$ cat src/rtl/ptw_pkg.sv
package ptw_pkg;

    localparam int unsigned VA_W      = 32;
    localparam int unsigned PA_W      = 32;
    localparam int unsigned ENT_SHIFT = 2;   // log2 of entry size in bytes
    localparam int unsigned PG_OFF_W  = 12;
    localparam int unsigned NUM_LVL   = 3;
    localparam int unsigned LVL_W     = $clog2(NUM_LVL + 1);

    localparam int unsigned IDX_W [NUM_LVL] = '{8, 6, 6};

    // Lowest virtual address bit of the index used at level l.
    function automatic int unsigned lvl_shift(input int unsigned l);
        int unsigned s;
        s = PG_OFF_W;
        for (int unsigned k = l + 1; k < NUM_LVL; k++) begin
            s += IDX_W[k];
        end
        return s;
    endfunction

    typedef enum logic [1:0] {
        ET_INVALID = 2'd0,
        ET_TABLE   = 2'd1,
        ET_MAP     = 2'd2,
        ET_RSVD    = 2'd3
    } ent_type_e;

    typedef enum logic [1:0] {
        K_DESCEND = 2'd0,
        K_MAP     = 2'd1,
        K_FAULT   = 2'd2
    } ent_kind_e;

    typedef enum logic [1:0] {
        S_IDLE  = 2'd0,
        S_ISSUE = 2'd1,
        S_AWAIT = 2'd2
    } walk_st_e;

    typedef struct packed {
        walk_st_e          st;
        logic [LVL_W-1:0]  lvl;
        logic [PA_W-1:0]   base;
        logic [VA_W-1:0]   va;
        logic              done;
        logic              fault;
        logic [PA_W-1:0]   paddr;
    } walk_t;

endpackage

$ cat src/rtl/ptw_entry_addr.sv
module ptw_entry_addr
    import ptw_pkg::*;
(
    input  logic [PA_W-1:0]  base,
    input  logic [VA_W-1:0]  va,
    input  logic [LVL_W-1:0] lvl,
    output logic [PA_W-1:0]  addr
);

    logic [PA_W-1:0] cand [NUM_LVL];

    for (genvar g = 0; g < NUM_LVL; g++) begin : g_lvl
        localparam int unsigned SH = lvl_shift(g);
        localparam int unsigned IW = IDX_W[g];
        logic [IW-1:0] idx;
        assign idx     = va[SH +: IW];
        assign cand[g] = base + (PA_W'(idx) << ENT_SHIFT);
    end

    always_comb begin
        addr = '0;
        for (int unsigned k = 0; k < NUM_LVL; k++) begin
            if (lvl == LVL_W'(k)) addr = cand[k];
        end
    end

endmodule

$ cat src/rtl/ptw_entry_decode.sv
module ptw_entry_decode
    import ptw_pkg::*;
(
    input  logic [1:0]       type_bits,
    input  logic [LVL_W-1:0] lvl,
    output ent_kind_e        kind
);

    localparam logic [LVL_W-1:0] LAST = LVL_W'(NUM_LVL - 1);

    always_comb begin
        case (ent_type_e'(type_bits))
            ET_TABLE: kind = (lvl < LAST) ? K_DESCEND : K_FAULT;
            ET_MAP:   kind = K_MAP;
            default:  kind = K_FAULT;
        endcase
    end

endmodule

$ cat src/rtl/ptw_pa_compose.sv
module ptw_pa_compose
    import ptw_pkg::*;
(
    input  logic [PA_W-1:0]  entry,
    input  logic [VA_W-1:0]  va,
    input  logic [LVL_W-1:0] lvl,
    output logic [PA_W-1:0]  paddr
);

    logic [PA_W-1:0] cand [NUM_LVL];

    for (genvar g = 0; g < NUM_LVL; g++) begin : g_lvl
        localparam int unsigned   SH   = lvl_shift(g);
        localparam logic [PA_W-1:0] MASK = (PA_W'(1) << SH) - PA_W'(1);
        assign cand[g] = (entry & ~MASK) | (PA_W'(va) & MASK);
    end

    always_comb begin
        paddr = '0;
        for (int unsigned k = 0; k < NUM_LVL; k++) begin
            if (lvl == LVL_W'(k)) paddr = cand[k];
        end
    end

endmodule

$ cat src/rtl/pt_walker.sv
module pt_walker
    import ptw_pkg::*;
(
    input  logic        clk,
    input  logic        rst_n,
    input  logic [31:0] root_ptr,
    input  logic        req_valid,
    input  logic [31:0] req_vaddr,
    output logic        busy,
    output logic        done,
    output logic [31:0] done_paddr,
    output logic        done_fault,
    output logic        mem_req_valid,
    input  logic        mem_req_ready,
    output logic [31:0] mem_req_addr,
    input  logic        mem_rsp_valid,
    input  logic [31:0] mem_rsp_data
);

    walk_t     walk_d, walk_q;
    ent_kind_e kind;
    logic [PA_W-1:0] map_pa;
    logic [PA_W-1:0] ent_addr;

    ptw_entry_addr u_addr (
        .base (walk_q.base),
        .va   (walk_q.va),
        .lvl  (walk_q.lvl),
        .addr (ent_addr)
    );

    ptw_entry_decode u_dec (
        .type_bits (mem_rsp_data[1:0]),
        .lvl       (walk_q.lvl),
        .kind      (kind)
    );

    ptw_pa_compose u_pa (
        .entry (mem_rsp_data),
        .va    (walk_q.va),
        .lvl   (walk_q.lvl),
        .paddr (map_pa)
    );

    always_comb begin
        walk_d      = walk_q;
        walk_d.done = 1'b0;
        case (walk_q.st)
            S_IDLE: begin
                if (req_valid) begin
                    walk_d.st   = S_ISSUE;
                    walk_d.lvl  = '0;
                    walk_d.base = root_ptr;
                    walk_d.va   = req_vaddr;
                end
            end
            S_ISSUE: begin
                if (mem_req_ready) walk_d.st = S_AWAIT;
            end
            S_AWAIT: begin
                if (mem_rsp_valid) begin
                    case (kind)
                        K_DESCEND: begin
                            walk_d.st   = S_ISSUE;
                            walk_d.lvl  = walk_q.lvl + LVL_W'(1);
                            walk_d.base = {mem_rsp_data[PA_W-1:ENT_SHIFT], {ENT_SHIFT{1'b0}}};
                        end
                        K_MAP: begin
                            walk_d.st    = S_IDLE;
                            walk_d.done  = 1'b1;
                            walk_d.fault = 1'b0;
                            walk_d.paddr = map_pa;
                        end
                        default: begin
                            walk_d.st    = S_IDLE;
                            walk_d.done  = 1'b1;
                            walk_d.fault = 1'b1;
                            walk_d.paddr = '0;
                        end
                    endcase
                end
            end
            default: walk_d.st = S_IDLE;
        endcase
    end

    always_ff @(posedge clk) begin
        if (!rst_n) begin
            walk_q <= '{st: S_IDLE, lvl: '0, base: '0, va: '0,
                        done: 1'b0, fault: 1'b0, paddr: '0};
        end else begin
            walk_q <= walk_d;
        end
    end

    assign busy          = (walk_q.st != S_IDLE);
    assign done          = walk_q.done;
    assign done_paddr    = walk_q.paddr;
    assign done_fault    = walk_q.fault;
    assign mem_req_valid = (walk_q.st == S_ISSUE);
    assign mem_req_addr  = ent_addr;

    // no memory traffic when no walk is running
    p_idle_quiet_r1: assert property (@(posedge clk) disable iff (!rst_n)
        !busy |-> !mem_req_valid);

    // an idle request starts a walk on the next cycle
    p_accept_r2: assert property (@(posedge clk) disable iff (!rst_n)
        (req_valid && !busy) |=> busy);

    // a walk in flight keeps its virtual address
    p_va_hold_r2: assert property (@(posedge clk) disable iff (!rst_n)
        (busy && $past(busy)) |-> $stable(walk_q.va));

    // request held with stable address until taken
    p_req_hold_r5: assert property (@(posedge clk) disable iff (!rst_n)
        (mem_req_valid && !mem_req_ready) |=> (mem_req_valid && $stable(mem_req_addr)));

    // a fault reports a zero address
    p_fault_zero_r9: assert property (@(posedge clk) disable iff (!rst_n)
        (done && done_fault) |-> (done_paddr == '0));

    // page offset always passes through on success
    p_offset_pass_r8: assert property (@(posedge clk) disable iff (!rst_n)
        (done && !done_fault) |-> (done_paddr[PG_OFF_W-1:0] == walk_q.va[PG_OFF_W-1:0]));

    // completion is a single-cycle pulse and leaves the block idle
    p_done_pulse_r11: assert property (@(posedge clk) disable iff (!rst_n)
        done |-> (!busy || $past(req_valid)) ##1 !done);

endmodule

$ cat config.mk
export PLATFORM = sky130hd
export DESIGN_NAME = pt_walker
export DESIGN_NICKNAME = d
export VERILOG_FILES = /design/src/rtl/ptw_pkg.sv /design/src/rtl/ptw_entry_addr.sv /design/src/rtl/ptw_entry_decode.sv /design/src/rtl/ptw_pa_compose.sv /design/src/rtl/pt_walker.sv
export SDC_FILE = /design/constraint.sdc
export NUM_CORES = 1
export LEC_CHECK = 0
export BUFFER_PORTS_ARGS = -buffer_cell sky130_fd_sc_hd__buf_2
export CAP_MARGIN = 20
export CELL_PAD_IN_SITES_DETAIL_PLACEMENT = 0
export CELL_PAD_IN_SITES_GLOBAL_PLACEMENT = 1
export CORE_MARGIN = 3
export CORE_UTILIZATION = 42
export CTS_CLUSTER_DIAMETER = 120
export DETAILED_ROUTE_END_ITERATION = 8
export PLACE_DENSITY = 0.9
export SLEW_MARGIN = 10
export SYNTH_ARGS = -nofsm -noshare
export SYNTH_HDL_FRONTEND = slang
export SYNTH_SLANG_ARGS = --single-unit
$ cat constraint.sdc
create_clock -name clk -period 6.95 [get_ports clk]
set_clock_uncertainty 0.15 [all_clocks]
set_input_delay 1.39 -clock clk [delete_from_list [all_inputs] [get_ports clk]]
set_output_delay 1.39 -clock clk [all_outputs]
set_load 0.01 [all_outputs]
==> impl_metrics.prom <==
# TYPE chip_impl_metric gauge
chip_impl_metric{name="synthMuxAreaShare",unit="%"} 0.908
chip_impl_info{name="hold_path.class",value="reg2reg"} 1
chip_impl_metric{name="crit_path_max_cell_delay",unit="ns"} 0.74
chip_impl_metric{name="cts-buffers-inserted",unit=""} 9
chip_impl_info{name="critical_path.top_delay_family",value="buffers and inverters"} 1
chip_impl_info{name="synth_flop_cell",value="sky130_fd_sc_hd__dfxtp_1"} 1
chip_impl_metric{name="post-route-cell-area",unit="µm²"} 7840
chip_impl_metric{name="vias_in_the_first_global_route",unit=""} 6583
chip_impl_metric{name="cts_sinks",unit=""} 102
chip_impl_metric{name="drc_errors",unit=""} 0
chip_impl_metric{name="die_area",unit="µm²"} 18000
chip_impl_metric{name="timing.final.hold_violations",unit=""} 0
chip_impl_metric{name="min_period",unit="ns"} 4.95
chip_impl_metric{name="setup_repair_bufs_after_cts",unit=""} 0
chip_impl_metric{name="timing.setup.tns",unit="ns"} 0
chip_impl_metric{name="gp_congestion",unit=""} 0.946
chip_impl_metric{name="synth.yosys.warnings",unit=""} 0
chip_impl_metric{name="fraction_of_registers_with_async_set_or_reset_after_synthesis",unit="%"} 0
chip_impl_metric{name="syn_inst",unit=""} 926
chip_impl_metric{name="place_hpwl",unit="mm"} 17.1
chip_impl_metric{name="drv_cap",unit=""} 0
chip_impl_metric{name="drt.antenna.violating_nets",unit=""} 0
chip_impl_info{name="clk_root_buffer_cell",value="sky130_fd_sc_hd__clkbuf_16"} 1
chip_impl_metric{name="syn-num-nets",unit=""} 1053
chip_impl_metric{name="clock_insertion_delay_worst_skew",unit="ns"} 0.35
chip_impl_metric{name="pwr_density_cell",unit="nW/µm²"} 189
chip_impl_info{name="type_of_the_worst_setup_path",value="reg2out"} 1
chip_impl_metric{name="post_dp_cell_area",unit="µm²"} 7510
chip_impl_metric{name="count_of_flip_flops_with_a_built_in_enable_after_synthesis",unit=""} 0
chip_impl_metric{name="yosys_register_bits",unit=""} 102
chip_impl_metric{name="n_antenna_cell",unit=""} 0
chip_impl_metric{name="crit_required",unit="ns"} 5.41
chip_impl_metric{name="critPathMaxFanout",unit=""} 21
chip_impl_info{name="leading_cell_types_by_count_after_synthesis",value="sky130_fd_sc_hd__nand2_1, sky130_fd_sc_hd__nor2_1, sky130_fd_sc_hd__dfxtp_1"} 1
chip_impl_metric{name="synth.top_cell.area_share",unit="%"} 29.7
chip_impl_metric{name="area_delta_synth_final",unit="%"} 13.9
chip_impl_metric{name="synth.cell_area",unit="µm²"} 6890
chip_impl_metric{name="ioPinCount",unit=""} 169
chip_impl_metric{name="final_nets",unit=""} 1142
chip_impl_info{name="worstPathCellList",value="inv_1 -> ha_1 -> clkinv_1 -> nand2_1 -> nor2_1 -> a2111oi_0 -> o21bai_1 -> buf_2"} 1
chip_impl_metric{name="wirelength",unit="mm"} 23.1
chip_impl_metric{name="register_area",unit="µm²"} 2040
chip_impl_metric{name="detail_route.wl_per_cell",unit="µm"} 18.7
chip_impl_metric{name="seq_area_frac_synth",unit="%"} 29.7
chip_impl_metric{name="final_util",unit="%"} 49.2
chip_impl_info{name="cp_slowest_cell",value="sky130_fd_sc_hd__ha_1"} 1
chip_impl_metric{name="grt.overflow.total",unit=""} 0
chip_impl_metric{name="routed-via-count",unit=""} 7232
chip_impl_metric{name="finalSetupViolations",unit=""} 0
chip_impl_metric{name="coreArea",unit="µm²"} 15900
chip_impl_metric{name="detail_route.iter0.violations",unit=""} 707
chip_impl_metric{name="synthSimpleGateAreaFrac",unit="%"} 25.9
chip_impl_metric{name="viasPerCell",unit=""} 5.85
chip_impl_metric{name="cts-root-to-sink-buffers",unit=""} 2
chip_impl_metric{name="timing.critical_path.arrival",unit="ns"} 3.41
chip_impl_metric{name="filler_cell_count",unit=""} 1657
chip_impl_metric{name="power.leakage",unit="µW"} 0.00324
chip_impl_info{name="yosys.area.top_type",value="sky130_fd_sc_hd__dfxtp_1"} 1
chip_impl_metric{name="maxSlewHeadroom",unit="%"} 36.7
chip_impl_info{name="rsz0062_at_grt",value="false"} 1
chip_impl_info{name="result_of_the_run",value="finished clean"} 1
chip_impl_metric{name="timing_max_transition_violations_final",unit=""} 0
chip_impl_metric{name="final_layout_size_suffix_gt1_share",unit="%"} 22.6
chip_impl_info{name="worstSetupEndpointType",value="output pin"} 1
chip_impl_metric{name="row_count",unit=""} 46
chip_impl_info{name="synth_top_family_by_area",value="compound AO/OA/AOI/OAI gates"} 1
chip_impl_metric{name="synth_area_per_cell",unit="µm²"} 7.44
chip_impl_metric{name="power.total",unit="µW"} 1480
chip_impl_info{name="cts_tree",value="built"} 1
chip_impl_metric{name="first_pass_iters",unit=""} 5
chip_impl_metric{name="min_period_over_period",unit="%"} 71.2
chip_impl_metric{name="fmaxAchievable",unit="MHz"} 202
chip_impl_metric{name="share_of_the_synthesized_netlist_area_taken_by_xor_and_xnor_gates",unit="%"} 2.16
chip_impl_metric{name="dieHeight",unit="µm"} 134
chip_impl_metric{name="die_w",unit="µm"} 134
chip_impl_metric{name="number_of_antenna_violations_at_the_first_check_in_global_routing",unit=""} 1
chip_impl_metric{name="cts_hold_repair.buffers",unit=""} 0
chip_impl_metric{name="multiInputGateArea",unit="µm²"} 4220
chip_impl_metric{name="ctsResizeCount",unit=""} 0
chip_impl_metric{name="clk_transition_reported_paths",unit="ns"} 0.07
chip_impl_metric{name="synth-compound-area-share",unit="%"} 27.2
chip_impl_metric{name="maximum_number_of_pins_on_one_net_before_global_route_repair",unit=""} 70
chip_impl_metric{name="htree_num_levels",unit=""} 3
chip_impl_metric{name="worstPathBufferInverterCount",unit=""} 3
chip_impl_metric{name="yosysUniqueCellTypes",unit=""} 81
chip_impl_metric{name="initial_cell_density_of_the_core",unit="%"} 43.2
chip_impl_metric{name="worst_pin_slew",unit="ns"} 0.945
chip_impl_metric{name="grt_util_all_layers",unit="%"} 24.8
chip_impl_metric{name="setup.reg_to_reg.worst_slack",unit="ns"} 3.43
chip_impl_info{name="worst_setup_path_start_kind",value="register"} 1
chip_impl_metric{name="synthAdderAreaFrac",unit="%"} 5.05
chip_impl_info{name="post-synth-top-count-cell",value="sky130_fd_sc_hd__nand2_1"} 1
chip_impl_metric{name="vdd_drop_max",unit="mV"} 0.174
chip_impl_info{name="synthTopCellsByArea",value="sky130_fd_sc_hd__dfxtp_1, sky130_fd_sc_hd__nand2_1, sky130_fd_sc_hd__a21oi_1, sky130_fd_sc_hd__nor2_1, sky130_fd_sc_hd__ha_1"} 1
chip_impl_metric{name="grt_first_pass_wirelength",unit="mm"} 36.1
chip_impl_metric{name="io_buffer_count",unit=""} 168
where the power goes:
part | internal, µW | switching [µW]
combinational | 122 | 175
clock | 283 | 238
sequential | 614 | 49.0
total | 1020 | 462
worst min-delay path, cell delays in order, from the launching register on:
cell and delay (ns):
sky130_fd_sc_hd__dfxtp_1 0.31, sky130_fd_sc_hd__nand2_1 0.05, sky130_fd_sc_hd__a21oi_1 0.05
stage by stage:
step	hold WS, ns	worst slack, ns	std cells
2_1_floorplan	0.286	3.22	926
3_3_place_gp	0.277	2.66	1218
3_5_place_dp	0.294	2.49	1219
4_1_cts	0.306	2.10	1235
5_1_grt	0.322	1.79	1236
6_report	0.304	2.00	1236
placed cells by master, fill, tap and decap left out, drive strengths merged, types with 3 or more instances in the layout:
master,instances
a211oi,10
a21boi,4
a21o,7
a21oi,87
a221oi,3
a22o,3
a22oi,30
a311oi,31
a31o,8
a31oi,7
and2,10
and3,7
and4,3
buf,175
clkbuf,10
dfxtp,102
fa,3
ha,23
inv,26
mux2i,4
nand2,147
nand2b,3
nand3,56
nand4,14
nor2,111
nor2b,6
nor3,15
nor4,5
o211ai,12
o21a,4
o21ai,32
o21bai,3
o22ai,3
o31ai,3
or3,3
xnor2,12
xor2,5
cell families after synthesis:
family	after synthesis
and+or+nand+nor	386
muxes	6
AOI/OAI and AO/OA	267
xor gates and xnor gates	17
buffers and inverters	122
adders and majority gates	26
DFF	102
routing by layer:
metal | global-route usage, % | routed length (µm) | vias up
met5 | 0 | 7 | -
met4 | 7.81 | 627 | 2
met3 | 7.09 | 2300 | 55
met2 | 37.8 | 10100 | 354
met1 | 34.1 | 10000 | 3340
li1 | - | - | 3481
layout make-up:
type,count,area share (%)
timing repair buffer,175,11.7
tap,216,3.45
clock inverter,6,0.894
clock buffer,10,2.92
sequential,102,26.0
inverter,25,1.20
multi-input combinational,702,53.8
final timing paths:
kind | start | to | depth (start not counted)
setup / recovery | walk_q[99] | mem_req_addr[23] | 8
hold / removal | walk_q[43] | walk_q[43] | 2
setup reg to reg | walk_q[99] | done_paddr[31] | 9
hold reg to reg | walk_q[43] | walk_q[43] | 2
state kept, by name, summed over array words and instances, names as in the netlist:
| name | cells |
|---|---|
| done | 1 |
| walk_q | 68 |
| done_fault | 1 |
| done_paddr | 32 |
Power figures use the tool's default switching activity.
